## src/rtl/pcm_rx_pkg.sv

```systemverilog
// Shared types for the serial audio receiver.
package pcm_rx_pkg;
    // Framing selected by the 2-bit format input
    typedef enum logic [1:0] {
        FMT_I2S  = 2'b00,
        FMT_LJ   = 2'b01,
        FMT_RJ24 = 2'b10,
        FMT_RJ16 = 2'b11
    } fmt_e;
endpackage

```

## src/rtl/rx_edge_track.sv

```systemverilog
// Tracks the word-select line on bit-clock enables.
// Reports the enabled cycle in which lrck changes, and the position of the
// current bit within its half frame (0 = first bit after the change).
// Assumes sclk_en is a single-cycle pulse per bit.
module rx_edge_track #(
    parameter int POS_W = 6
) (
    input  logic             clk,
    input  logic             rst_n,
    input  logic             sclk_en,
    input  logic             lrck,
    output logic             edge_o,
    output logic [POS_W-1:0] pos_o,
    output logic             prev_lrck_o,
    output logic             synced_o
);
    localparam logic [POS_W-1:0] POS_MAX = {POS_W{1'b1}};

    logic             lrck_q;
    logic             primed;
    logic [POS_W-1:0] cnt;
    logic             synced;

    // Change detect and saturating bit position
    always_comb begin
        edge_o = sclk_en && primed && (lrck != lrck_q);
        if (edge_o)
            pos_o = '0;
        else if (cnt == POS_MAX)
            pos_o = POS_MAX;
        else
            pos_o = cnt + 1'b1;
    end

    // Remember last sampled level, position and whether a half began cleanly
    always_ff @(posedge clk) begin
        if (!rst_n) begin
            lrck_q <= 1'b0;
            primed <= 1'b0;
            cnt    <= '0;
            synced <= 1'b0;
        end else if (sclk_en) begin
            lrck_q <= lrck;
            primed <= 1'b1;
            cnt    <= pos_o;
            if (edge_o)
                synced <= 1'b1;
        end
    end

    assign prev_lrck_o = lrck_q;
    assign synced_o    = synced;
endmodule

```

## src/rtl/rx_word_collect.sv

```systemverilog
// Assembles one channel word per half frame.
// Edge-anchored formats fill a zero-cleared register by position. Right-aligned
// formats keep a shift register of the most recent bits. word_o is the word of
// the half frame that ends in the current edge cycle.
module rx_word_collect
    import pcm_rx_pkg::*;
#(
    parameter int WORD_W  = 24,
    parameter int SHORT_W = 16,
    parameter int POS_W   = 6
) (
    input  logic              clk,
    input  logic              rst_n,
    input  logic              sclk_en,
    input  logic              edge_i,
    input  logic [POS_W-1:0]  pos_i,
    input  logic              sdata,
    input  fmt_e              fmt,
    output logic [WORD_W-1:0] word_o
);
    localparam int PAD_W = WORD_W - SHORT_W;

    logic [WORD_W-1:0] acc;
    logic [WORD_W-1:0] acc_nxt;
    logic [WORD_W-1:0] shreg;
    logic [POS_W:0]    idx;
    logic              i2s;
    logic              in_range;

    // Place the incoming bit by its position for the edge-anchored formats
    always_comb begin
        i2s      = (fmt == FMT_I2S);
        idx      = {1'b0, pos_i} - {{POS_W{1'b0}}, i2s};
        in_range = (pos_i >= {{(POS_W-1){1'b0}}, i2s}) &&
                   (idx < (POS_W+1)'(WORD_W));
        acc_nxt  = edge_i ? '0 : acc;
        for (int b = 0; b < WORD_W; b++) begin
            if (in_range && idx == (POS_W+1)'(WORD_W - 1 - b))
                acc_nxt[b] = sdata;
        end
    end

    // Update both collectors on each bit
    always_ff @(posedge clk) begin
        if (!rst_n) begin
            acc   <= '0;
            shreg <= '0;
        end else if (sclk_en) begin
            acc   <= acc_nxt;
            shreg <= {shreg[WORD_W-2:0], sdata};
        end
    end

    // Select the finished word for the active format
    always_comb begin
        unique case (fmt)
            FMT_I2S, FMT_LJ: word_o = acc;
            FMT_RJ24:        word_o = shreg;
            default:         word_o = {shreg[SHORT_W-1:0], {PAD_W{1'b0}}};
        endcase
    end
endmodule

```

## src/rtl/rx_pair_out.sv

```systemverilog
// Pairs finished channel words and releases them together.
// A left word is held until the following right word finishes; both then
// update the outputs with a one-cycle strobe. Assumes fmt is stable.
module rx_pair_out
    import pcm_rx_pkg::*;
#(
    parameter int WORD_W = 24
) (
    input  logic              clk,
    input  logic              rst_n,
    input  logic              edge_i,
    input  logic              synced_i,
    input  logic              prev_lrck_i,
    input  fmt_e              fmt,
    input  logic [WORD_W-1:0] word_i,
    output logic [WORD_W-1:0] left_o,
    output logic [WORD_W-1:0] right_o,
    output logic              valid_o
);
    logic [WORD_W-1:0] left_hold;
    logic              have_left;
    logic              was_left;

    // Channel of the half frame that is ending
    assign was_left = (fmt == FMT_I2S) ? !prev_lrck_i : prev_lrck_i;

    // Hold left word, release pair on a completed right word
    always_ff @(posedge clk) begin
        if (!rst_n) begin
            left_hold <= '0;
            have_left <= 1'b0;
            left_o    <= '0;
            right_o   <= '0;
            valid_o   <= 1'b0;
        end else begin
            valid_o <= 1'b0;
            if (edge_i && synced_i) begin
                if (was_left) begin
                    left_hold <= word_i;
                    have_left <= 1'b1;
                end else if (have_left) begin
                    left_o    <= left_hold;
                    right_o   <= word_i;
                    valid_o   <= 1'b1;
                    have_left <= 1'b0;
                end
            end
        end
    end
endmodule

```

## src/rtl/pcm_serial_rx.sv

```systemverilog
// Multi-format serial audio receiver top.
// Samples lrck/sdata on sclk_en pulses, decodes one of four framings and
// releases a stereo pair once per frame. Assumes fmt_sel is static per stream.
module pcm_serial_rx
    import pcm_rx_pkg::*;
#(
    parameter int WORD_W  = 24,
    parameter int SHORT_W = 16,
    parameter int POS_W   = 6
) (
    input  logic              clk,
    input  logic              rst_n,
    input  logic              sclk_en,
    input  logic              lrck,
    input  logic              sdata,
    input  logic [1:0]        fmt_sel,
    output logic [WORD_W-1:0] left_out,
    output logic [WORD_W-1:0] right_out,
    output logic              frame_valid
);
    fmt_e              fmt;
    logic              edge_w;
    logic [POS_W-1:0]  pos_w;
    logic              prev_lrck_w;
    logic              synced_w;
    logic [WORD_W-1:0] word_w;

    assign fmt = fmt_e'(fmt_sel);

    rx_edge_track #(.POS_W(POS_W)) u_edge (
        .clk         (clk),
        .rst_n       (rst_n),
        .sclk_en     (sclk_en),
        .lrck        (lrck),
        .edge_o      (edge_w),
        .pos_o       (pos_w),
        .prev_lrck_o (prev_lrck_w),
        .synced_o    (synced_w)
    );

    rx_word_collect #(.WORD_W(WORD_W), .SHORT_W(SHORT_W), .POS_W(POS_W)) u_word (
        .clk     (clk),
        .rst_n   (rst_n),
        .sclk_en (sclk_en),
        .edge_i  (edge_w),
        .pos_i   (pos_w),
        .sdata   (sdata),
        .fmt     (fmt),
        .word_o  (word_w)
    );

    rx_pair_out #(.WORD_W(WORD_W)) u_pair (
        .clk         (clk),
        .rst_n       (rst_n),
        .edge_i      (edge_w),
        .synced_i    (synced_w),
        .prev_lrck_i (prev_lrck_w),
        .fmt         (fmt),
        .word_i      (word_w),
        .left_o      (left_out),
        .right_o     (right_out),
        .valid_o     (frame_valid)
    );
endmodule

```

## config.mk

```make
export PLATFORM = sky130hd
export DESIGN_NAME = pcm_serial_rx
export DESIGN_NICKNAME = d
export VERILOG_FILES = /design/src/rtl/pcm_rx_pkg.sv /design/src/rtl/rx_edge_track.sv /design/src/rtl/rx_word_collect.sv /design/src/rtl/rx_pair_out.sv /design/src/rtl/pcm_serial_rx.sv
export SDC_FILE = /design/constraint.sdc
export NUM_CORES = 1
export LEC_CHECK = 0
export BUFFER_PORTS_ARGS = -buffer_cell sky130_fd_sc_hd__buf_2
export CAP_MARGIN = 10
export CORE_ASPECT_RATIO = 0.9
export CORE_MARGIN = 1.5
export CORE_UTILIZATION = 53
export CTS_CLUSTER_SIZE = 25
export DETAILED_ROUTE_END_ITERATION = 8
export GPL_TIMING_DRIVEN = 0
export PLACE_DENSITY = 0.75
export SLEW_MARGIN = 25
export SYNTH_ARGS = -nofsm -noshare
export SYNTH_HDL_FRONTEND = slang
export SYNTH_HIERARCHICAL = 1
export SYNTH_SLANG_ARGS = --single-unit
```

## constraint.sdc

```tcl
create_clock -name clk -period 2.4 [get_ports clk]
set_input_delay 0 -clock clk [delete_from_list [all_inputs] [get_ports clk]]
set_output_delay 0 -clock clk [all_outputs]
set_load 0.005 [all_outputs]
```

== Word level (Yosys, flattened, before mapping) ==
Cells that the tools add are included.

* Equal/unequal tests: 27
* $add $sub $neg: 2
* Muxes and demuxes: 31
* Magnitude comparators: 2
* Reductions and logical operators: 84
* Bitwise gates (word level): 3

{| class="wikitable"
|+ Operators with widths
! operator !! count
|-
| 7-bit by 4-bit equality test with 1-bit output, second input constant || 8
|-
| 7-bit by 5-bit equality test with 1-bit output, second input constant || 8
|-
| 2-bit AND reduction || 26
|-
| 24-bit one-hot mux with 2 select lines || 1
|-
| 2-bit nonzero test || 24
|-
| 7-bit by 3-bit equality test with 1-bit output, second input constant || 4
|-
| 1-bit logical AND || 28
|-
| 1-bit 2-to-1 mux || 27
|-
| 24-bit 2-to-1 mux || 1
|-
| 7-bit by 2-bit equality test with 1-bit output, second input constant || 2
|-
| 6-bit 2-to-1 mux || 2
|-
| 7-bit by 1-bit equality test with 1-bit output, second input constant || 1
|-
| 7-bit zero test || 1
|-
| 7-bit by 5-bit < comparator with 1-bit output, second input constant || 1
|-
| 6-bit by 1-bit subtractor with 7-bit output || 1
|-
| 6-bit by 1-bit adder with 6-bit output, second input constant || 1
|-
| 6-bit equality test, second input constant || 1
|-
| 6-bit by 1-bit greater-or-equal comparator with 1-bit output || 1
|-
| 1-bit inverter || 3
|-
| 3-bit AND reduction || 1
|-
| 3-bit OR reduction || 1
|-
| 2-bit by 1-bit equality test with 1-bit output, second input constant || 1
|-
| 2-bit equality test, second input constant || 1
|-
| 2-bit zero test || 1
|-
| 3 further kinds || 3
|}

* Bits of input ports: 7
* Register bits: 131
* Logic and storage cells: 183
* Output and inout bits: 49

== Depth between registers and ports, before layout ==
* Word-level depth: 9
* Mapped depth: 13
* Depth with buffers taken out: 12

== By module ==
Netlist, hierarchy kept.

{| class="wikitable"
|+ Modules (own cells, without submodules)
! module !! instances !! area each (sq um) !! sequential area each (sq um) !! cells each
|-
| rx_pair_out || 1 || 2,728.9 || 1,481.4 || 270
|-
| rx_word_collect || 1 || 2,691.3 || 960.9 || 316
|-
| rx_edge_track || 1 || 555.5 || 180.2 || 61
|}

== Worst setup path after synthesis ==
OpenSTA, ideal clock, no wires.

* Path kind: register to register
* From: register u_edge.cnt[0]
* To: register u_word.acc[16]
* Library setup time: 120 ps
* Slack: -177 ps
* Arrival time: 2,458 ps
* Buffers on the path: 1
* Required time: 2,280 ps
* Stages on the path, launching flop included: 13
* Period minus slack after synthesis: 2,577 ps
* Cells stage by stage: dfxtp_1 > ha_1 > and2_2 > a21boi_1 > nor2_1 > inv_1 > ha_1 > ha_1 > buf_2 > or3b_1 > o32ai_2 > a21oi_1 > a211o_1

* Word-level cells in the longest chain between the ends: 9
* Elaborated cells on any way between the ends: 13
* Those cells by class: add/sub: 2; order compare: 2; eq/ne: 2; mux: 3; reduce/logical: 4

{| class="wikitable"
|+ Ends and longest elaborated chain
! item !! line !! source
|-
| from (decl) || rx_edge_track.sv:21 || <nowiki>logic [POS_W-1:0] cnt;</nowiki>
|-
| from (signal assigned) || rx_edge_track.sv:45 || <nowiki>cnt <= pos_o;</nowiki>
|-
| 6-bit by 1-bit adder with 6-bit output / 6-bit equality test (equally long branches) || rx_edge_track.sv:32, rx_edge_track.sv:29 ||
|-
| 6-bit 2-to-1 mux * || rx_edge_track.sv:29 || <nowiki>else if (cnt == POS_MAX)</nowiki>
|-
| 6-bit 2-to-1 mux * || rx_edge_track.sv:27 || <nowiki>if (edge_o)</nowiki>
|-
| named net pos_w[0] || pcm_serial_rx.sv:23 || <nowiki>logic [POS_W-1:0] pos_w;</nowiki>
|-
| 6-bit by 1-bit subtractor with 7-bit output || rx_word_collect.sv:33 || <nowiki>idx = {1'b0, pos_i} - {{POS_W{1'b0}}, i2s};</nowiki>
|-
| 7-bit by 5-bit < comparator with 1-bit output || rx_word_collect.sv:35 || <nowiki>(idx < (POS_W+1)'(WORD_W));</nowiki>
|-
| 1-bit logical AND || rx_word_collect.sv:34 || <nowiki>in_range = (pos_i >= {{(POS_W-1){1'b0}}, i2s}) &&</nowiki>
|-
| 1-bit logical AND * || rx_word_collect.sv:38 || <nowiki>if (in_range && idx == (POS_W+1)'(WORD_W - 1 - b))</nowiki>
|-
| 2-bit nonzero test (no source line) || -- ||
|-
| 2-bit AND reduction (no source line) || -- ||
|-
| to (signal assigned) || rx_word_collect.sv:49 || <nowiki>acc <= acc_nxt;</nowiki>
|-
| to (decl) || rx_word_collect.sv:23 || <nowiki>logic [WORD_W-1:0] acc;</nowiki>
|}

Mark *: on every way through the listed nets, which the timed path passes. The rest lies on a longest branch.
A chain may end at the register's enable or synchronous reset.

== Worst setup path in the final report ==
* From: register u_edge.cnt[0]
* To: register u_word.acc[1]

The elaborated chain is that of the path after synthesis.

==> run summary <==
Unrepaired setup endpoints after global routing -> true
Standard-cell rows -> 36
Hpwl dp -> 10.9 mm
Max-cap violation count -> 0
Post-Route Skew -> 0.0123 ns
Post-synth EDFFs -> 0
Max Freq -> 402 MHz
I/O Pins -> 56
# diodes -> 0
Failing checks -> setup timing
Nets@finish -> 748
Hold Violations, Final -> 0
Sequential fraction of the synthesis area -> 0.439
Gate power share -> 0.082
Max IR drop VDD -> 0.000474 V
Drt first pass iters -> 6
Sequential Power Share -> 0.434
Final setup viols -> 20
Worst path bufs/invs -> 2
Overall power -> 5080 uW
Final routed DRC violation total -> 0
Post-synth net total -> 657
Status -> complete, but fails checks
Slew @ Worst Pin -> 0.616 ns
Wire length per cell -> 17.2 um
Largest net degree at the start of global routing -> 17
Switching share of power -> 0.270
DIE AREA -> 11900 um2
Worst-path cell chain -> ha_4 -> and2_4 -> a21boi_2 -> nor2_1 -> inv_1 -> ha_4 -> ha_4 -> buf_6 -> or3b_4 -> o31ai_4 -> nand3_2 -> o211ai_1 -> o21ai_1
Final WL -> 15.5 mm
Cell Area, Placed -> 6480 um2
Final setup margin -> -0.0865 ns
Vias/cell -> 5.59
Ratio of cells with drive above 1 in the final layout -> 0.232
DR iter-0 viols -> 440
Vias in the first global route -> 5044
Die X -> 115 um
Pwr dens -> 687 nW/um2
Clock root cell -> clkbuf_16
Cell-internal power -> 3710 uW
Synth Flop Type -> dfxtp_1
CTS tree -> done
H-tree Lvls -> 4
Final Cell Area -> 7380 um2
Seq cells post-synth -> 131
Fin crit share -> 1.04
Clk Latency, worst-skew pair -> 0.41 ns
Crit path max fanout -> 5
Core Footprint -> 10900 um2
Distinct cell type count after synthesis -> 56
First-pass GRT wire length -> 24.9 mm
Avg Inst Size Synth -> 9.24 um2
Synth warn -> 6
Placer congestion estimate -> 0.908
Antenna Nets Post-Route -> 0
Initial antenna violation count -> 0
Fin crit period -> 2.49 ns
Gr ovfl total -> 0
Crit-path slowest cell -> or3b_4
Num CTS Buffers -> 17
Via Count -> 5045
Total GRT Usage -> 0.267
Net switching power -> 1370 uW
Number of cells on the worst hold path -> 3
Initial core utilization -> 0.548
Crit path kind -> register to register
CP Data Arrival Time -> 2.77 ns
Max-slew violation count -> 0
Clock Path Buffers -> 2
Critical path depth -> 13
Worst setup SP type -> register
Fraction of registers with async set/reset -> 0
Delay-heaviest family, CP -> simple AND/OR/NAND/NOR gates
Cell count of the worst reg-to-reg path -> 13
Clk sinks -> 131
Worst reg-to-reg setup slack -> -0.09 ns
Fillers -> 849
Clock power frac -> 0.484
Worst Path Required -> 2.68 ns
LEAKAGE -> 0.00283 uW
Worst setup EP type -> register
Fin Setup TNS -> -0.825 ns
Max-slew headroom -> 0.589
Port buffer count -> 54
Post-Syn Area -> 5980 um2
Syn Inst Count -> 647
Die H -> 104 um
Area Overhead vs Synth -> 23.6%
Slowest stage delay, CP -> 0.41 ns
Hold crit path type -> input pin to register
Worst-path clk slew -> 0.06 ns
Most frequent CP cell -> ha_4
## path summary, 6_finish.rpt
kind / startpoint / end
hold / removal: sclk_en / u_edge/cnt[0]$_SDFFE_PN0P_
hold reg to reg: u_pair/right_o[3]$_SDFFE_PN0P_ / u_pair/right_o[3]$_SDFFE_PN0P_
setup reg to reg: u_edge/cnt[0]$_SDFFE_PN0P_ / u_word/acc[1]$_SDFFE_PN0P_
setup / recovery: u_edge/cnt[0]$_SDFFE_PN0P_ / u_word/acc[1]$_SDFFE_PN0P_
## synthesized netlist by cell type, types with 2 or more instances
library cell	count	area, um2
a31o_1	6	52.6
a211o_1	4	35.0
clkbuf_1	22	82.6
nor2b_1	35	219
or2_2	2	12.5
a31oi_1	7	43.8
o211ai_1	9	67.6
o21ai_0	10	50.1
and2b_1	3	22.5
buf_2	11	55.1
a32o_1	7	70.1
buf_6	6	67.6
o22ai_1	11	68.8
and2_1	4	25.0
o21a_1	3	22.5
and3_2	2	15.0
o31ai_1	3	22.5
and4_1	2	17.5
o32ai_1	2	17.5
nand2_1	128	480
nor2_1	26	97.6
inv_1	13	48.8
ha_1	3	37.5
dfxtp_1	131	2620
nand3b_1	3	22.5
nor3b_1	2	15.0
xnor2_1	2	17.5
and3_1	3	18.8
buf_1	2	7.51
a21oi_1	27	135
buf_4	2	15.0
nor3_1	6	30.0
nand3_1	6	30.0
nand2b_1	8	50.1
mux2i_1	115	1150
## layout by cell type (no fill, tap or decap), types with 8 or more instances in the layout
master and n:
nand2_1 128, dfxtp_1 125, mux2i_1 114, buf_2 63, nor2b_1 33, a21oi_1 24, nor2_1 24, clkbuf_1 22
clkbuf_16 17, buf_4 16, inv_1 13, o22ai_1 10, o211ai_1 9, buf_6 8
## power groups by stage
stage          sequential, uW  combinational, uW  clock (uW)
3_3_place_gp             2250                337           0
2_1_floorplan            2250                254           0
4_1_cts                  2200                392        2480
6_report                 2200                415        2460
5_1_grt                  2200                446        2590
3_5_place_dp             2250                350           0
## metal layers
| layer | global-route usage | up-vias | share of wire |
|---|---|---|---|
| li1 | - | 2439 | - |
| met1 | 0.345 | 2436 | 0.46 |
| met2 | 0.431 | 143 | 0.47 |
| met3 | 0.0650 | 27 | 0.056 |
| met4 | 0.0988 | 0 | 0.016 |
| met5 | 0 | - | 0 |
## final cells by class
type / instances / area, um2 / share of cell area
timing repair buffer: 73 / 433 / 0.0586
inverter: 13 / 48.8 / 0.00661
tap: 152 / 190 / 0.0258
clock inverter: 15 / 136 / 0.0185
buffer: 42 / 236 / 0.0320
sequential: 131 / 2630 / 0.357
multi-input combinational: 460 / 3280 / 0.444
clock buffer: 17 / 425 / 0.0576
## timing repair
| item | CTS | global route |
|---|---|---|
| endpoints found under the setup margin | 24 | 24 |
| pin swaps | 27 | 13 |
| gates resized for setup | 33 | 12 |
| buffers inserted | 11 | 5 |
| hold buffers | 3 | 0 |
| endpoints found under the hold margin | 10 | 0 |
## state kept, by name, indices dropped and copies added, names as in the netlist
name / flops
u_pair/left_hold: 24
u_pair/left_o: 24
u_pair/right_o: 24
u_word/acc: 24
u_word/shreg: 24
u_edge/cnt: 6
u_edge/prev_lrck_o: 1
u_edge/primed: 1
u_edge/synced_o: 1
u_pair/have_left: 1
u_pair/valid_o: 1
## tightest hold or removal path: stages
cell	delay [ns]
buf_2	0.18
nand2_1	0.15
o31ai_1	0.07
## cells by family after synthesis
kind of cell,count (synthesis),synth area share
AOI/OAI and AO/OA,101,0.122
buffers and inverters,56,0.0463
muxes,115,0.193
DFF,131,0.439
adders and majority gates,3,0.00628
and+or+nand+nor,238,0.188
xor gates and xnor gates,3,0.00565
## metrics by stage
stage / utilization / setup slack [ns] / hold slack, ns / std cells
after floorplan: - / 0.0162 / 0.169 / 647
after global placement: 0.595 / -0.310 / 0.257 / 853
after detailed placement: 0.595 / -0.343 / 0.262 / 853
after CTS: 0.669 / -0.0756 / 0.00104 / 898
after global routing: 0.677 / -0.169 / 0.0406 / 903
final: 0.677 / -0.0865 / 0.0357 / 903
(Power assumes the default switching activity.)
